[config.mk]
export PLATFORM = sky130hd
export DESIGN_NAME = spi_baud_master
export DESIGN_NICKNAME = d
export VERILOG_FILES = /design/src/rtl/spi_baud_pkg.sv /design/src/rtl/spi_baud_ctrl.sv /design/src/rtl/spi_baud_dp.sv /design/src/rtl/spi_baud_master.sv
export SDC_FILE = /design/constraint.sdc
export NUM_CORES = 1
export LEC_CHECK = 0
export ABC_AREA = 1
export BUFFER_PORTS_ARGS = -buffer_cell sky130_fd_sc_hd__buf_2
export CAP_MARGIN = 40
export CORE_MARGIN = 1
export CORE_UTILIZATION = 42
export DETAILED_ROUTE_END_ITERATION = 8
export SLEW_MARGIN = 15
export SYNTH_ARGS = -nofsm -noshare
export SYNTH_HDL_FRONTEND = slang
export SYNTH_HIERARCHICAL = 1
export SYNTH_SLANG_ARGS = --single-unit
[constraint.sdc]
create_clock -name clk -period 1.9 [get_ports clk]
set_input_delay 0.19 -clock clk [delete_from_list [all_inputs] [get_ports clk]]
set_output_delay 0.19 -clock clk [all_outputs]
set_load 0.01 [all_outputs]
[src/rtl/spi_baud_pkg.sv]
package spi_baud_pkg;

  // Strobes passed from the sequencer to the shift datapath.
  typedef struct packed {
    logic active;  // a character is in flight
    logic load;    // capture transmit word, clear receive shifter
    logic sample;  // shift MISO into the receive shifter
    logic shift;   // advance the transmit shifter to the next bit
    logic finish;  // publish the received character
  } ctlStrobe_t;

endpackage

[src/rtl/spi_baud_ctrl.sv]
module spi_baud_ctrl
  import spi_baud_pkg::*;
#(
  parameter int DIV_W = 7,
  parameter int LEN_W = 4
) (
  input  logic             clk,
  input  logic             rstN,
  input  logic             masterEn,
  input  logic             start,
  input  logic             cpol,
  input  logic             cpha,
  input  logic [DIV_W-1:0] divSet,
  input  logic [LEN_W-1:0] charLen,
  output ctlStrobe_t       strobe,
  output logic             busy,
  output logic             done,
  output logic             sclk
);

  localparam int PER_W      = DIV_W + 1;
  localparam int MIN_SET    = 3;
  localparam int MIN_PERIOD = 4;

  // Period from the setting, with the small-setting floor.
  function automatic logic [PER_W-1:0] periodOf(input logic [DIV_W-1:0] s);
    if (s < DIV_W'(MIN_SET)) return PER_W'(MIN_PERIOD);
    return PER_W'(s) + PER_W'(1);
  endfunction

  // Non-idle half is the shorter one when the period is odd.
  function automatic logic [PER_W-1:0] activeLen(input logic [PER_W-1:0] p);
    return {1'b0, p[PER_W-1:1]};
  endfunction

  function automatic logic [PER_W-1:0] idleLen(input logic [PER_W-1:0] p);
    return p - activeLen(p);
  endfunction

  // Phase 1 opens each bit at the non-idle level, phase 0 at the idle level.
  function automatic logic [PER_W-1:0] firstLen(input logic [PER_W-1:0] p, input logic ph);
    return ph ? activeLen(p) : idleLen(p);
  endfunction

  function automatic logic [PER_W-1:0] secondLen(input logic [PER_W-1:0] p, input logic ph);
    return ph ? idleLen(p) : activeLen(p);
  endfunction

  logic             half;
  logic [PER_W-1:0] cnt;
  logic [PER_W-1:0] cfgPer;
  logic             cfgPol;
  logic             cfgPha;
  logic [LEN_W-1:0] bitCnt;
  logic [PER_W-1:0] livePer;
  logic             halfEnd;
  logic             accept;

  assign livePer = periodOf(divSet);
  assign accept  = !busy && start && masterEn;
  assign halfEnd = busy && (cnt == '0);

  always_comb begin
    strobe.active = busy;
    strobe.load   = accept;
    strobe.sample = halfEnd && !half;
    strobe.shift  = halfEnd && half && (bitCnt != '0);
    strobe.finish = halfEnd && half && (bitCnt == '0);
  end

  // Configuration snapshot: tracks the inputs only while idle.
  always_ff @(posedge clk or negedge rstN) begin
    if (!rstN) begin
      cfgPer <= PER_W'(MIN_PERIOD);
      cfgPol <= 1'b0;
      cfgPha <= 1'b0;
    end else if (!busy) begin
      cfgPer <= livePer;
      cfgPol <= cpol;
      cfgPha <= cpha;
    end
  end

  // Half-period sequencer.
  always_ff @(posedge clk or negedge rstN) begin
    if (!rstN) begin
      busy   <= 1'b0;
      half   <= 1'b0;
      cnt    <= '0;
      bitCnt <= '0;
      done   <= 1'b0;
    end else begin
      done <= strobe.finish;
      if (accept) begin
        busy   <= 1'b1;
        half   <= 1'b0;
        cnt    <= firstLen(livePer, cpha) - PER_W'(1);
        bitCnt <= charLen;
      end else if (halfEnd) begin
        if (!half) begin
          half <= 1'b1;
          cnt  <= secondLen(cfgPer, cfgPha) - PER_W'(1);
        end else if (bitCnt == '0) begin
          busy <= 1'b0;
          half <= 1'b0;
        end else begin
          half   <= 1'b0;
          cnt    <= firstLen(cfgPer, cfgPha) - PER_W'(1);
          bitCnt <= bitCnt - LEN_W'(1);
        end
      end else if (busy) begin
        cnt <= cnt - PER_W'(1);
      end
    end
  end

  assign sclk = busy ? (cfgPol ^ half ^ cfgPha) : cfgPol;

endmodule

[src/rtl/spi_baud_dp.sv]
module spi_baud_dp
  import spi_baud_pkg::*;
#(
  parameter int DATA_W = 16,
  parameter int LEN_W  = 4
) (
  input  logic              clk,
  input  logic              rstN,
  input  ctlStrobe_t        strobe,
  input  logic [LEN_W-1:0]  charLen,
  input  logic [DATA_W-1:0] txWord,
  input  logic              miso,
  output logic              mosi,
  output logic [DATA_W-1:0] rxWord
);

  localparam logic [LEN_W-1:0] TOP_IDX = LEN_W'(DATA_W - 1);

  logic [DATA_W-1:0] txSh;
  logic [DATA_W-1:0] rxSh;
  logic [LEN_W-1:0]  alignAmt;

  // Left-align the character so its first bit sits at the MSB.
  assign alignAmt = TOP_IDX - charLen;

  always_ff @(posedge clk or negedge rstN) begin
    if (!rstN) begin
      txSh   <= '0;
      rxSh   <= '0;
      rxWord <= '0;
    end else begin
      if (strobe.load) begin
        txSh <= txWord << alignAmt;
        rxSh <= '0;
      end else begin
        if (strobe.shift)  txSh <= {txSh[DATA_W-2:0], 1'b0};
        if (strobe.sample) rxSh <= {rxSh[DATA_W-2:0], miso};
      end
      if (strobe.finish) rxWord <= rxSh;
    end
  end

  assign mosi = strobe.active ? txSh[DATA_W-1] : 1'b0;

endmodule

[src/rtl/spi_baud_master.sv]
module spi_baud_master
  import spi_baud_pkg::*;
#(
  parameter int DATA_W = 16,
  parameter int DIV_W  = 7
) (
  input  logic                       clk,
  input  logic                       rstN,
  input  logic                       masterEn,
  input  logic [DIV_W-1:0]           divSet,
  input  logic                       cpol,
  input  logic                       cpha,
  input  logic [$clog2(DATA_W)-1:0]  charLen,
  input  logic [DATA_W-1:0]          txWord,
  input  logic                       start,
  output logic                       busy,
  output logic                       done,
  output logic [DATA_W-1:0]          rxWord,
  output logic                       sclk,
  output logic                       mosi,
  input  logic                       miso
);

  localparam int LEN_W = $clog2(DATA_W);

  ctlStrobe_t strobe;

  spi_baud_ctrl #(.DIV_W(DIV_W), .LEN_W(LEN_W)) u_ctrl (
    .clk      (clk),
    .rstN     (rstN),
    .masterEn (masterEn),
    .start    (start),
    .cpol     (cpol),
    .cpha     (cpha),
    .divSet   (divSet),
    .charLen  (charLen),
    .strobe   (strobe),
    .busy     (busy),
    .done     (done),
    .sclk     (sclk)
  );

  spi_baud_dp #(.DATA_W(DATA_W), .LEN_W(LEN_W)) u_dp (
    .clk     (clk),
    .rstN    (rstN),
    .strobe  (strobe),
    .charLen (charLen),
    .txWord  (txWord),
    .miso    (miso),
    .mosi    (mosi),
    .rxWord  (rxWord)
  );

endmodule

; ---- Word-level counts from Yosys, hierarchy flattened
; Index checks and enable logic that the tools add are counted.
[totals]
mem_bits_ro = 0
reg_bits = 73
latchBits = 0
ram_bits = 0
wordCells = 75
mem_count = 0
out_inout_bits = 20
[classes]
shift = 1
n_mux = 28
n_mul = 0
bitwise = 2
n_div = 0
magnitude_cmp = 1
n_reduce_logical = 21
addsub = 9
n_eq_ne = 2
[op_table]
columns = op, count
row1 = 8-bit two-way mux, 10
row2 = 16-bit two-way mux, 4
row3 = "8-bit by 1-bit subtractor with 8-bit output, second input constant", 4
row4 = 4-bit two-way mux, 4
row5 = 16-bit by 4-bit left shift with 16-bit output, 1
row6 = 8-bit by 7-bit subtractor with 8-bit output, 2
row7 = 1-bit two-way mux, 10
row8 = 2-bit nonzero test, 5
row9 = "7-bit by 1-bit adder with 8-bit output, second input constant", 1
row10 = 8-bit zero test, 1
row11 = 1-bit logical AND, 7
row12 = "7-bit by 2-bit < comparator with 1-bit output, second input constant", 1
row13 = 3-bit AND reduction, 2
row14 = 4-bit zero test, 1
row15 = "4-bit != test, second input constant", 1
row16 = 4-bit nonzero test, 1
row17 = "4-bit by 1-bit subtractor with 4-bit output, second input constant", 1
row18 = "4-bit subtractor, first input constant", 1
row19 = 3-bit nonzero test, 1
row20 = 1-bit zero test, 2
row21 = "2-bit by 1-bit != test with 1-bit output, second input constant", 1
row22 = 2-bit AND reduction, 1
row23 = 1-bit XOR, 2

; ---- Logic depth before layout (Yosys ltp)
; Gate-level depths: netlist of the first run.
[depth]
word_depth = 7
mapped_depth = 22
ltp_nobuf = 22

; ---- Cells and area by module
; Netlist of the first run, hierarchy kept.
[modules_own_cells]
columns = module, area_each_um2, instances, cells_each
row1 = spi_baud_dp, 2642.5, 1, 344
row2 = spi_baud_ctrl, 2509.9, 1, 388

; ---- Worst setup path before layout of the first run
; OpenSTA, ideal clock, no wires.
[synth_timing]
path_kind = input-to-reg
startpoint = in divSet[5]
endpoint = reg u_ctrl.cnt[6]
n_path_buf = 0
stages = 19
setup_time_ns = 0.117
arrival_ns = 2.223
required_ns = 1.783
setup_slack_ns = -0.440
path_cell_list = inv_1 nand2_1 nor2_1 nand2_1 nand2_1 inv_1 ha_1 inv_1 fa_1 or2_0 nand2_1 inv_1 nand2_2 ha_1 nand3_1 nor2_1 nand2_1 nand3_1 nand2_1
[synth_between]
elab_chain_len = 7
[synth_rtl]
columns = item, line_no
row1 = from (decl), spi_baud_master.sv:10  ; input logic [DIV_W-1:0] divSet,
row2 = 7-bit by 2-bit < comparator with 1-bit output *, spi_baud_ctrl.sv:27  ; if (s < DIV_W'(MIN_SET)) return PER_W'(MIN_PERIOD);
row3 = 1-bit two-way mux *, spi_baud_ctrl.sv:27
row4 = 8-bit two-way mux *, spi_baud_ctrl.sv:28  ; return PER_W'(s) + PER_W'(1);
row5 = named net u_ctrl.livePer[1], spi_baud_ctrl.sv:55  ; logic [PER_W-1:0] livePer;
row6 = 8-bit by 7-bit subtractor with 8-bit output, spi_baud_ctrl.sv:37  ; return p - activeLen(p);
row7 = 8-bit two-way mux *, spi_baud_ctrl.sv:42  ; return ph ? activeLen(p) : idleLen(p);
row8 = 8-bit by 1-bit subtractor with 8-bit output *, spi_baud_ctrl.sv:97  ; cnt <= firstLen(livePer, cpha) - PER_W'(1);
row9 = 8-bit two-way mux *, spi_baud_ctrl.sv:94  ; if (accept) begin
row10 = to (signal assigned), spi_baud_ctrl.sv:97
row11 = to (signal assigned), spi_baud_ctrl.sv:102  ; cnt <= secondLen(cfgPer, cfgPha) - PER_W'(1);
row12 = to (signal assigned), spi_baud_ctrl.sv:108  ; cnt <= firstLen(cfgPer, cfgPha) - PER_W'(1);
row13 = to (decl), spi_baud_ctrl.sv:50  ; logic [PER_W-1:0] cnt;
; The timed path passes the listed nets; every way through them passes the cells marked *.
; A chain may end at the register's enable or synchronous reset.

; ---- Worst setup path in the final report of the first run
[layout_timing]
startpoint = in divSet[5]
endpoint = reg u_ctrl.cnt[7]
; The elaborated chain is that of the path after synthesis.

==> results.ini, run 1 <==
[status]
status=complete, but fails checks
violations=negative setup slack

[cts]
root_buffer=clkbuf_16
htreeDepth=3
clk_pin_slew_ns=0.06
cts_tree=yes
cts_buffers=9
clockBufferDepth=2
cts_sinks=73
clk-insertion-delay-late_ns=0.33

[timing]
fmax_mhz=466
slew_violations=0
fin_ws_ns=-0.247
finalHoldViolCount=0
setup_viol=7
hold_slack_ns=0.0755
skew_ns=0.00661
min_period_ns=2.15
rsz0062_at_grt=true
max_slew_margin_pct=70.5
tns_ns=-1.19
fin_crit_sh_pct=113
tightest_slew_ns=0.439

[global_route]
overflow=0
antenna_found_initial=0
grt_pass1_vias=4831
met2_usage_pct=38.4
grt_max_degree=48
grt_usage_pct=21.3
grt_pass1_wl_um=21900
grt_busiest_layer=met2
gr-usage-met3_pct=3.59
use_met1_pct=26.2

[detailed_routing]
first_pass_iters=4
drcViolationCount=0
wl_um=13500
drtIter0Drc=317
vias_per_cell=5.04
wl_per_cell_um=13.4
vias=5088
ant_nets=0

[setup_path]
crit_fanout=4
critPathRequiredTime_ns=2.12
critPathKind=input pin to flip-flop
cp.arrival_ns=2.37
critPathLaunchType=input pin
r2r_cells=13
end_kind=flip-flop

[yosys]
syn_avg_cell_area_um2=7.04
syn_nets=785
synth_area_um2=5150
ys_warn_count=6
synthArstFlopShare_pct=100
synth_edf_count=0
ys_seq_area_share_pct=35.5
yosysTopAreaCell=dfrtp_1
ys.flop_type=dfrtp_1
ys_ff_latch=73
synthTopCellsByArea=dfrtp_1 35%, nand2_1 16%, nand3_1 8.7%, inv_1 6.3%, ha_1 4.1%
ys_types=44
synthCells=732
synth_top_area_share_pct=35.0

[die]
coreArea_um2=12000
die_w_um=113
die-area_um2=12700
die_h_um=113
num_rows=40
design.portCount=54
start_util_pct=43.1

[place]
dp_hpwl_um=9890
io_buffers=53
dp_cells=980
placed_area_um2=6140
gp_congestion=0.851

[power]
leakagePower_nw=3.64
ir_drop_v=0.000485
powerDensity_nw_per_um2=851

[min_path]
holdCritPathClass=input pin to flip-flop
min_path_cells=3

[finish]
fin_nets=912
drive_above_1_share_pct=31.9
most-common-layout-cells=206 x nand2_1, 83 x nand3_1, 76 x buf_4
fin_util_pct=57.8
n_fill_cell=1128
layout_commonest_cell=nand2_1
area_growth_pct=34.1
postLayoutCellArea_um2=6910
final_cells=1010
antenna_cells=0

[run]
maxCapViolations=0

-- synthesized netlist by cell type, types with 6 or more instances --
master / instances
inv_1: 87
buf_2: 8
nor2_1: 40
nor2_2: 7
dfrtp_1: 72
a21oi_1: 37
nand2_2: 11
nand4_1: 9
a31oi_1: 7
nand3_1: 90
o21ai_0: 41
inv_2: 8
o21ai_1: 9
nand3_2: 6
ha_1: 17
nand2_1: 219
-- final timing paths --
check | start | to | slack, ns
worst min register to register | u_dp/txSh[6] | u_dp/txSh[6] | 0.49
worst max-delay path | divSet[5] | u_ctrl/cnt[7] | -0.25
max in group asynchronous | rstN | u_ctrl/cnt[5] | 1.01
worst max register to register | u_ctrl/cfgPer[1] | u_ctrl/cnt[7] | -0.25
worst min-delay path | cpol | u_ctrl/cfgPol | 0.08
min in group asynchronous | rstN | u_dp/txSh[5] | 0.32
-- repair_timing --
| action | CTS | global route |
|---|---|---|
| cloned | 0 | 3 |
| hold buffers | 1 | 0 |
| endpoints found under the setup margin | 12 | 41 |
| endpoints found under the hold margin | 25 | 0 |
| resized for setup | 20 | 52 |
| pin swaps | 6 | 11 |
| buffers inserted | 3 | 8 |
-- routing by layer --
layer  vias up  share of wire [%]
met3        14                2.4
met5         -                  0
met2        67                 52
met4         0                1.4
met1      2388                 44
li1       2619                  -
-- metrics by stage --
stage | setup WS [ns] | power [mW]
2_1_floorplan | -0.339 | 3.18
3_3_place_gp | -0.573 | 3.72
3_5_place_dp | -0.662 | 3.75
4_1_cts | -0.237 | 5.78
5_1_grt | -0.419 | 6.24
6_report | -0.247 | 5.88
-- power by group --
group	leakage (nW)	internal, mW	switching, mW	total (mW)
clock network	0.155	1.28	0.643	1.92
registers	0.875	1.90	0.225	2.12
logic	2.61	0.773	1.06	1.84
total	3.64	3.95	1.93	5.88
-- cell type report --
class / count / area, um^2 / share of cell area, %
Clock inverter: 5 / 105 / 1.52
Clock buffer: 10 / 229 / 3.31
Inverter: 98 / 402 / 5.81
Timing Repair Buffer: 140 / 1060 / 15.4
Multi-Input combinational cell: 537 / 3100 / 44.8
Tap cell: 147 / 184 / 2.66
Sequential cell: 73 / 1830 / 26.5
-- logic make-up after synthesis --
logic type / Yosys count / synth area share (%)
AO/OA/AOI/OAI: 100 / 10.2
multiplexers: 5 / 1.09
buffers and inverters: 123 / 10.7
XOR/XNOR: 8 / 1.36
adder cells (fa/ha/maj): 19 / 4.91
AND/OR/NAND/NOR: 404 / 36.2
flip-flops: 73 / 35.5
-- state kept, by name, summed over array words and instances, names as in the netlist --
name	count
u_ctrl/bitCnt	4
u_ctrl/busy	1
u_ctrl/cfgPer	8
u_ctrl/cfgPha	1
u_ctrl/cfgPol	1
u_ctrl/cnt	8
u_ctrl/done	1
u_ctrl/half	1
u_dp/rxSh	16
u_dp/rxWord	16
u_dp/txSh	16
-- critical path: stages --
cell	delay, ns
buf_4	0.15
inv_16	0.05
nand2_4	0.05
nor2_4	0.10
nand2_2	0.10
nand2_4	0.09
inv_4	0.04
ha_4	0.15
inv_4	0.05
fa_2	0.41
or2_0	0.20
nand2_1	0.06
inv_1	0.06
nand2_4	0.08
nand2_2	0.06
nor2_4	0.12
nand3_2	0.09
nor2_2	0.11
nand3_1	0.07
nand3_1	0.08
nand2_1	0.05
No activity file was read; power rests on OpenSTA's default activity.
==> run 2, diff against run 1 <==
==> constraint.sdc (replaced) <==
create_clock -name clk -period 1.9 [get_ports clk]
set_input_delay 0.19 -clock clk [delete_from_list [all_inputs] [get_ports clk]]
set_output_delay 0.19 -clock clk [all_outputs]
set_load 0.1 [all_outputs]
==> results.ini, run 2 (synthesized netlist as in run 1, its figures left out) <==
[finish]
n_fill_cell=1082  ; -4.1%
top_regs=u_dp/rxSh (16), u_dp/rxWord (16), u_dp/txSh (16)
layout_commonest_cell=nand2_1
antenna_cells=0  ; unchanged
most-common-layout-cells=200 x nand2_1, 91 x buf_4, 82 x nand3_1
drive_above_1_share_pct=36.5  ; +4.7 points
area_growth_pct=39.1
postLayoutCellArea_um2=7170  ; +3.8%
fin_nets=927  ; +1.6%
fin_util_pct=59.9  ; +2.2 points

[setup_path]
crit_fanout=3  ; -1
rrSetupSlack_ns=-0.29  ; -0.04 ns
cpMostUsedCell=nand3_2
critPathMaxStageDelay_ns=0.42  ; about the same
cp_cell_sequence=inv_1, ha_2, inv_2, fa_2, xor2_1, nand2_1, nand3_2, nand3_2, nand2_4, nor2_4, nand3_2, nand2_1, inv_1, o21ai_1, o21ai_1
critPathRequiredTime_ns=2.11  ; about the same
cp.arrival_ns=2.39  ; +0.02 ns
slowest_stage=fa_2
critPathLaunchType=flip-flop
cpLargestDelayFamily=simple AND/OR/NAND/NOR gates
end_kind=flip-flop
critPathKind=flip-flop to flip-flop
crit_buf_inv=3  ; -2

[die]
start_util_pct=43.1  ; unchanged
coreArea_um2=12000  ; unchanged
design.portCount=54  ; unchanged
die-area_um2=12700  ; unchanged
die_h_um=113  ; unchanged
die_w_um=113  ; unchanged
num_rows=40  ; unchanged

[power]
ir_drop_v=0.000645  ; +33%
powerDensity_nw_per_um2=825  ; -3.0%
power.total_mw=5.92  ; +0.66%
power_frac_clock_pct=28.1  ; -4.5 points
switching_share_pct=35.9  ; +3.0 points
internal-power_mw=3.79  ; -3.9%
power.share.sequential_pct=35.7  ; -0.4 points
switching_power_mw=2.12  ; +10%
pwr-share-comb_pct=36.2  ; +5.0 points
leakagePower_nw=3.76  ; +3.1%

[timing]
fmax_mhz=457  ; -1.9%
slew_violations=0  ; unchanged
skew_ns=0.00820  ; +0.00159 ns
fin_crit_sh_pct=115  ; +2.2 points
tightest_slew_ns=0.507  ; +0.0676 ns
hold_slack_ns=0.0709  ; -0.00457 ns
finalHoldViolCount=0  ; unchanged
rsz0062_at_grt=true
fin_ws_ns=-0.289  ; -0.0424 ns
setup_viol=7  ; unchanged
max_slew_margin_pct=66.2  ; -4.3 points
min_period_ns=2.19  ; +0.0424 ns

[detailed_routing]
wl_per_cell_um=13.7  ; +2.6%
vias=5191  ; +2.0%
first_pass_iters=6  ; +2
drtIter0Drc=325  ; +2.5%
drcViolationCount=1  ; +1
vias_per_cell=5.06  ; +0.43%
wl_um=14100  ; +4.2%
ant_nets=0  ; unchanged

[place]
gp_congestion=0.863  ; +1.5%
placed_area_um2=6210  ; +1.1%
io_buffers=53  ; unchanged
place_ws_ns=-0.634  ; +0.0279 ns
dp_hpwl_um=10200  ; +2.7%

[cts]
cts_tree=yes
cts_sinks=73  ; unchanged
clockBufferDepth=2  ; unchanged
root_buffer=clkbuf_16
clk-insertion-delay-late_ns=0.33  ; about the same
cts_buffers=9  ; unchanged
htreeDepth=3  ; unchanged
clk_pin_slew_ns=0.06  ; about the same

[global_route]
antenna_found_initial=0  ; unchanged
grt_max_degree=38  ; -21%
grt_pass1_wl_um=22500  ; +2.6%
grt_usage_pct=22.0  ; +0.73 points
grt_pass1_vias=4975  ; +3.0%
overflow=0  ; unchanged

[run]
maxCapViolations=0  ; unchanged

[status]
status=complete, but fails checks
violations=design-rule violations, negative setup slack

[min_path]
holdCritPathClass=input pin to flip-flop

==> run 2: area by class of cell <==
cell class | count | area [um^2] | area share [%]
Clock buffer | 11 | 233 | 3.25
Clock inverter | 5 | 56.3 | 0.785
Inverter | 98 | 413 | 5.76
Timing Repair inverter | 1 | 5.00 | 0.0698
Multi-Input combinational cell | 536 | 3260 | 45.5
Timing Repair Buffer | 155 | 1190 | 16.6
Sequential cell | 73 | 1830 | 25.5
Tap cell | 147 | 184 | 2.57
==> run 2: what timing repair did <==
action | in CTS | in global routing
resized for setup | 16 | 98
cloned | 0 | 4
hold buffers | 1 | 0
setup buffers | 3 | 17
pin swaps | 14 | 40
endpoints found under the setup margin | 7 | 61
hold endpoints to repair | 35 | 0
==> run 2: routing by layer <==
metal  GRT usage, %  routed length (um)  vias up
met5              0                   0        -
met4           6.67                 335        0
met3           4.34                 496       26
met2           39.3                7270       90
met1           26.8                5950     2431
li1               -                   -     2644
==> run 2: worst paths after layout <==
check / startpoint / to / cells after the start
worst min-delay path: cpol / u_ctrl/cfgPol / 3
worst min register to register: u_dp/txSh[6] / u_dp/txSh[6] / 2
worst max register to register: u_ctrl/cfgPer[0] / u_ctrl/cnt[5] / 15
worst max-delay path: u_ctrl/cfgPer[0] / u_ctrl/cnt[5] / 15
min in group asynchronous: rstN / u_dp/txSh[15] / 2
max in group asynchronous: rstN / u_dp/rxSh[2] / 3
==> run 2: stage by stage <==
stage	TNS, ns	std cells
2_1_floorplan	-1.83	732
3_3_place_gp	-3.34	985
3_5_place_dp	-3.72	985
4_1_cts	-1.40	1005
5_1_grt	-3.76	1026
6_report	-1.65	1026
==> run 2: worst reg2reg max path: stages (launching register included) <==
cell and delay, ns:
dfrtp_1 0.37, inv_1 0.06, ha_2 0.16, inv_2 0.04
fa_2 0.42, xor2_1 0.15, nand2_1 0.08, nand3_2 0.09
nand3_2 0.11, nand2_4 0.07, nor2_4 0.10, nand3_2 0.11
nand2_1 0.09, inv_1 0.04, o21ai_1 0.11, o21ai_1 0.07
==> run 2: power by group through the flow <==
stage	sequential [mW]	clock (mW)	combinational, mW
2_1_floorplan	2.06	0	1.25
3_3_place_gp	2.11	0	1.86
3_5_place_dp	2.11	0	1.90
4_1_cts	2.09	1.70	1.96
5_1_grt	2.14	1.75	2.38
6_report	2.11	1.66	2.14
==> run 3, diff against run 2 <==
--- a/config.mk
+++ b/config.mk
@@ -5,12 +5,11 @@
 export SDC_FILE = /design/constraint.sdc
 export NUM_CORES = 1
 export LEC_CHECK = 0
-export ABC_AREA = 1
-export BUFFER_PORTS_ARGS = -buffer_cell sky130_fd_sc_hd__buf_2
 export CAP_MARGIN = 40
 export CORE_MARGIN = 1
 export CORE_UTILIZATION = 42
 export DETAILED_ROUTE_END_ITERATION = 8
+export DONT_BUFFER_PORTS = 1
 export SLEW_MARGIN = 15
 export SYNTH_ARGS = -nofsm -noshare
 export SYNTH_HDL_FRONTEND = slang
==> results.ini, run 3 <==
[yosys]
yosysTopAreaCell=dfrtp_1
yosysMostFrequentCell=dfrtp_1
synthCells=505  ; -31%
syn_nets=558  ; -29%
synthTopCellsByArea=dfrtp_1 37%, mux2i_1 6.9%, mux2_2 5.7%, ha_1 4.3%, nor2_1 4.0%
ys_seq_area_share_pct=37.3  ; +1.8 points
ys_ff_latch=73  ; unchanged
synth_top_area_share_pct=36.8  ; +1.8 points
ys_warn_count=6  ; unchanged
ys.flop_type=dfrtp_1
synthArstFlopShare_pct=100  ; unchanged
syn_avg_cell_area_um2=9.71  ; +38%
synth_area_um2=4900  ; -4.9%
synth_edf_count=0  ; unchanged
ys_types=70  ; +59%
ys_top_cells_by_count=72 x dfrtp_1, 52 x nor2_1, 34 x mux2i_1

[setup_path]
critPathLaunchType=flip-flop
end_kind=flip-flop
slowest_stage=or4_1
critPathRequiredTime_ns=2.16  ; +0.05 ns
critPathLaunch=u_ctrl/cfgPer[2]
critPathMaxStageDelay_ns=0.55  ; +0.13 ns
crit_fanout=2  ; -1
cp_cell_sequence=inv_2, buf_6, ha_4, nor2b_4, o2111a_1, or3_1, nand3_2, a21oi_2, or2_1, or4_1, a31oi_1
cp.arrival_ns=3.00  ; +0.61 ns
rr_startpoint=u_ctrl/cfgPer[2]
critPathKind=flip-flop to flip-flop

[power]
leakagePower_nw=3.06  ; -19%
switching_share_pct=33.2  ; -2.6 points
powerDensity_nw_per_um2=1040  ; +26%
ir_drop_v=0.000632  ; -2.0%
pwr-share-comb_pct=41.6  ; +5.4 points
power_frac_clock_pct=25.3  ; -2.8 points
internal-power_mw=4.80  ; +26%
power.share.sequential_pct=33.1  ; -2.6 points
switching_power_mw=2.39  ; +13%
power.total_mw=7.18  ; +21%

[die]
die-area_um2=12100  ; -4.8%
coreArea_um2=11400  ; -4.5%
num_rows=39  ; -2.5%
design.portCount=54  ; unchanged
die_w_um=110  ; -2.4%
start_util_pct=42.9  ; -0.14 points
die_h_um=110  ; -2.4%

[finish]
drive_above_1_share_pct=40.0  ; +3.5 points
n_fill_cell=937  ; -13%
area_growth_pct=41.4
most-common-layout-cells=97 x buf_4, 69 x dfrtp_1, 47 x nor2_1
top_regs=u_dp/rxSh (16), u_dp/rxWord (16), u_dp/txSh (16)
layout_commonest_cell=buf_4
final_cells=763  ; -26%
postLayoutCellArea_um2=6930  ; -3.3%
fin_nets=670  ; -28%
antenna_cells=0  ; unchanged

[global_route]
antenna_found_initial=0  ; unchanged
grt_max_degree=74  ; +95%
grt_busiest_layer=met2
overflow=0  ; unchanged
use_met1_pct=31.1  ; +4.3 points
gr-usage-met3_pct=4.41  ; +0.071 points
grt_pass1_wl_um=20700  ; -8.0%
grt_usage_pct=22.4  ; +0.43 points
met2_usage_pct=35.3  ; -4.0 points
grt_pass1_vias=4151  ; -17%

[detailed_routing]
wl_um=13300  ; -5.7%
vias_per_cell=5.59  ; +11%
first_pass_iters=5  ; -1
drtIter0Drc=275  ; -15%
vias=4267  ; -18%
wl_per_cell_um=17.4  ; +27%
ant_nets=0  ; unchanged
drcViolationCount=0  ; -1

[timing]
setup_viol=44  ; +37
fin_ws_ns=-0.844  ; -0.555 ns
finalHoldViolCount=73  ; +73
fmax_mhz=364  ; -20%
max_slew_margin_pct=66.8  ; +0.63 points
slew_violations=0  ; unchanged
tightest_slew_ns=0.490  ; -0.0171 ns
skew_ns=0.00857  ; +0.000367 ns
min_period_ns=2.74  ; +0.555 ns
fin_crit_sh_pct=144  ; +29 points
hold_slack_ns=-0.442  ; -0.512 ns
rsz0062_at_grt=true

[place]
placed_area_um2=5970  ; -3.8%
dp_cells=724  ; -26%
gp_congestion=0.883  ; +2.3%
place_ws_ns=-0.979  ; -0.345 ns
dp_hpwl_um=8930  ; -12%
io_buffers=0  ; -100%

[cts]
cts_tree=yes
clk_pin_slew_ns=0.06  ; about the same
root_buffer=clkbuf_16
cts_buffers=9  ; unchanged
clk-insertion-delay-late_ns=0.33  ; about the same
cts_sinks=73  ; unchanged
clockBufferDepth=2  ; unchanged
hold_buffers=4  ; +3
htreeDepth=3  ; unchanged

[min_path]
holdCritPathClass=input pin to async pin

[run]
maxCapViolations=0  ; unchanged

[status]
violations=negative hold slack, negative setup slack
status=complete, but fails checks

[run 3: layout make-up]
type	instances	area, um^2	area share, %
well taps	143	179	2.58
multi-input cells	378	3270	47.1
clock inverters	3	65.1	0.939
flip-flops and latches	73	1830	26.5
repair buffers	132	1250	18.0
clock buffers	11	253	3.65
inverters	23	86.3	1.25
[run 3: logic make-up (layout without fill, tap and decap cells)]
group	count (synthesis)	count (layout)	share of synthesized area [%]
and+or+nand+nor	155	155	15.7
AOI/OAI and AO/OA	115	115	15.7
DFF	73	73	37.3
xor gates and xnor gates	20	20	3.57
buffers and inverters	54	169	4.95
muxes	69	69	17.7
adders and majority gates	19	19	5.16
[run 3: timing repair]
item / in CTS / in global routing
pin swaps: 30 / 17
endpoints found under the setup margin: 61 / 61
gates resized for setup: 64 / 27
cloned: 3 / 1
endpoints found under the hold margin: 77 / 73
setup buffers: 11 / 6
[run 3: power groups by stage]
stage          clock network (mW)  logic (mW)  registers [mW]
2_1_floorplan                   0        1.66            2.28
5_1_grt                      1.93        3.24            2.44
6_report                     1.82        2.99            2.38
4_1_cts                      1.86        2.78            2.36
3_5_place_dp                    0        2.50            2.35
3_3_place_gp                    0        2.45            2.34
[run 3: per-layer routing]
layer | share of wire, % | wire (um) | vias up
li1 | - | - | 2058
met1 | 47 | 6200 | 2093
met2 | 48 | 6320 | 108
met3 | 4.7 | 622 | 8
met4 | 0.82 | 109 | 0
met5 | 0 | 0 | -
[run 3: worst paths after layout]
check	slack, ns	endpoint	cells after the start
max	-0.84	u_ctrl/cnt[6]	11
min	-0.44	u_dp/txSh[6]	0
max reg2reg	-0.84	u_ctrl/cnt[6]	11
min reg2reg	0.50	u_dp/txSh[2]	1
max in group asynchronous	2.14	u_ctrl/cfgPer[2]	0
min in group clk	0.01	u_ctrl/cfgPol	1
[run 3: metrics by stage]
step	hold WS, ns	util [%]	setup TNS (ns)
2_1_floorplan	-0.106	-	-6.08
3_3_place_gp	-0.103	52.3	-9.72
3_5_place_dp	-0.103	52.3	-12.64
4_1_cts	-0.457	58.9	-7.95
5_1_grt	-0.461	60.7	-15.11
6_report	-0.442	60.7	-10.25
[run 3: critical path, delay by kind of cell (launching register included)]
kind	cells	cell delay, ns
AO/OA/AOI/OAI	3	0.44
adder cells (fa/ha/maj)	1	0.20
buffers and inverters	2	0.16
flip-flops	1	0.53
AND/OR/NAND/NOR	5	1.34
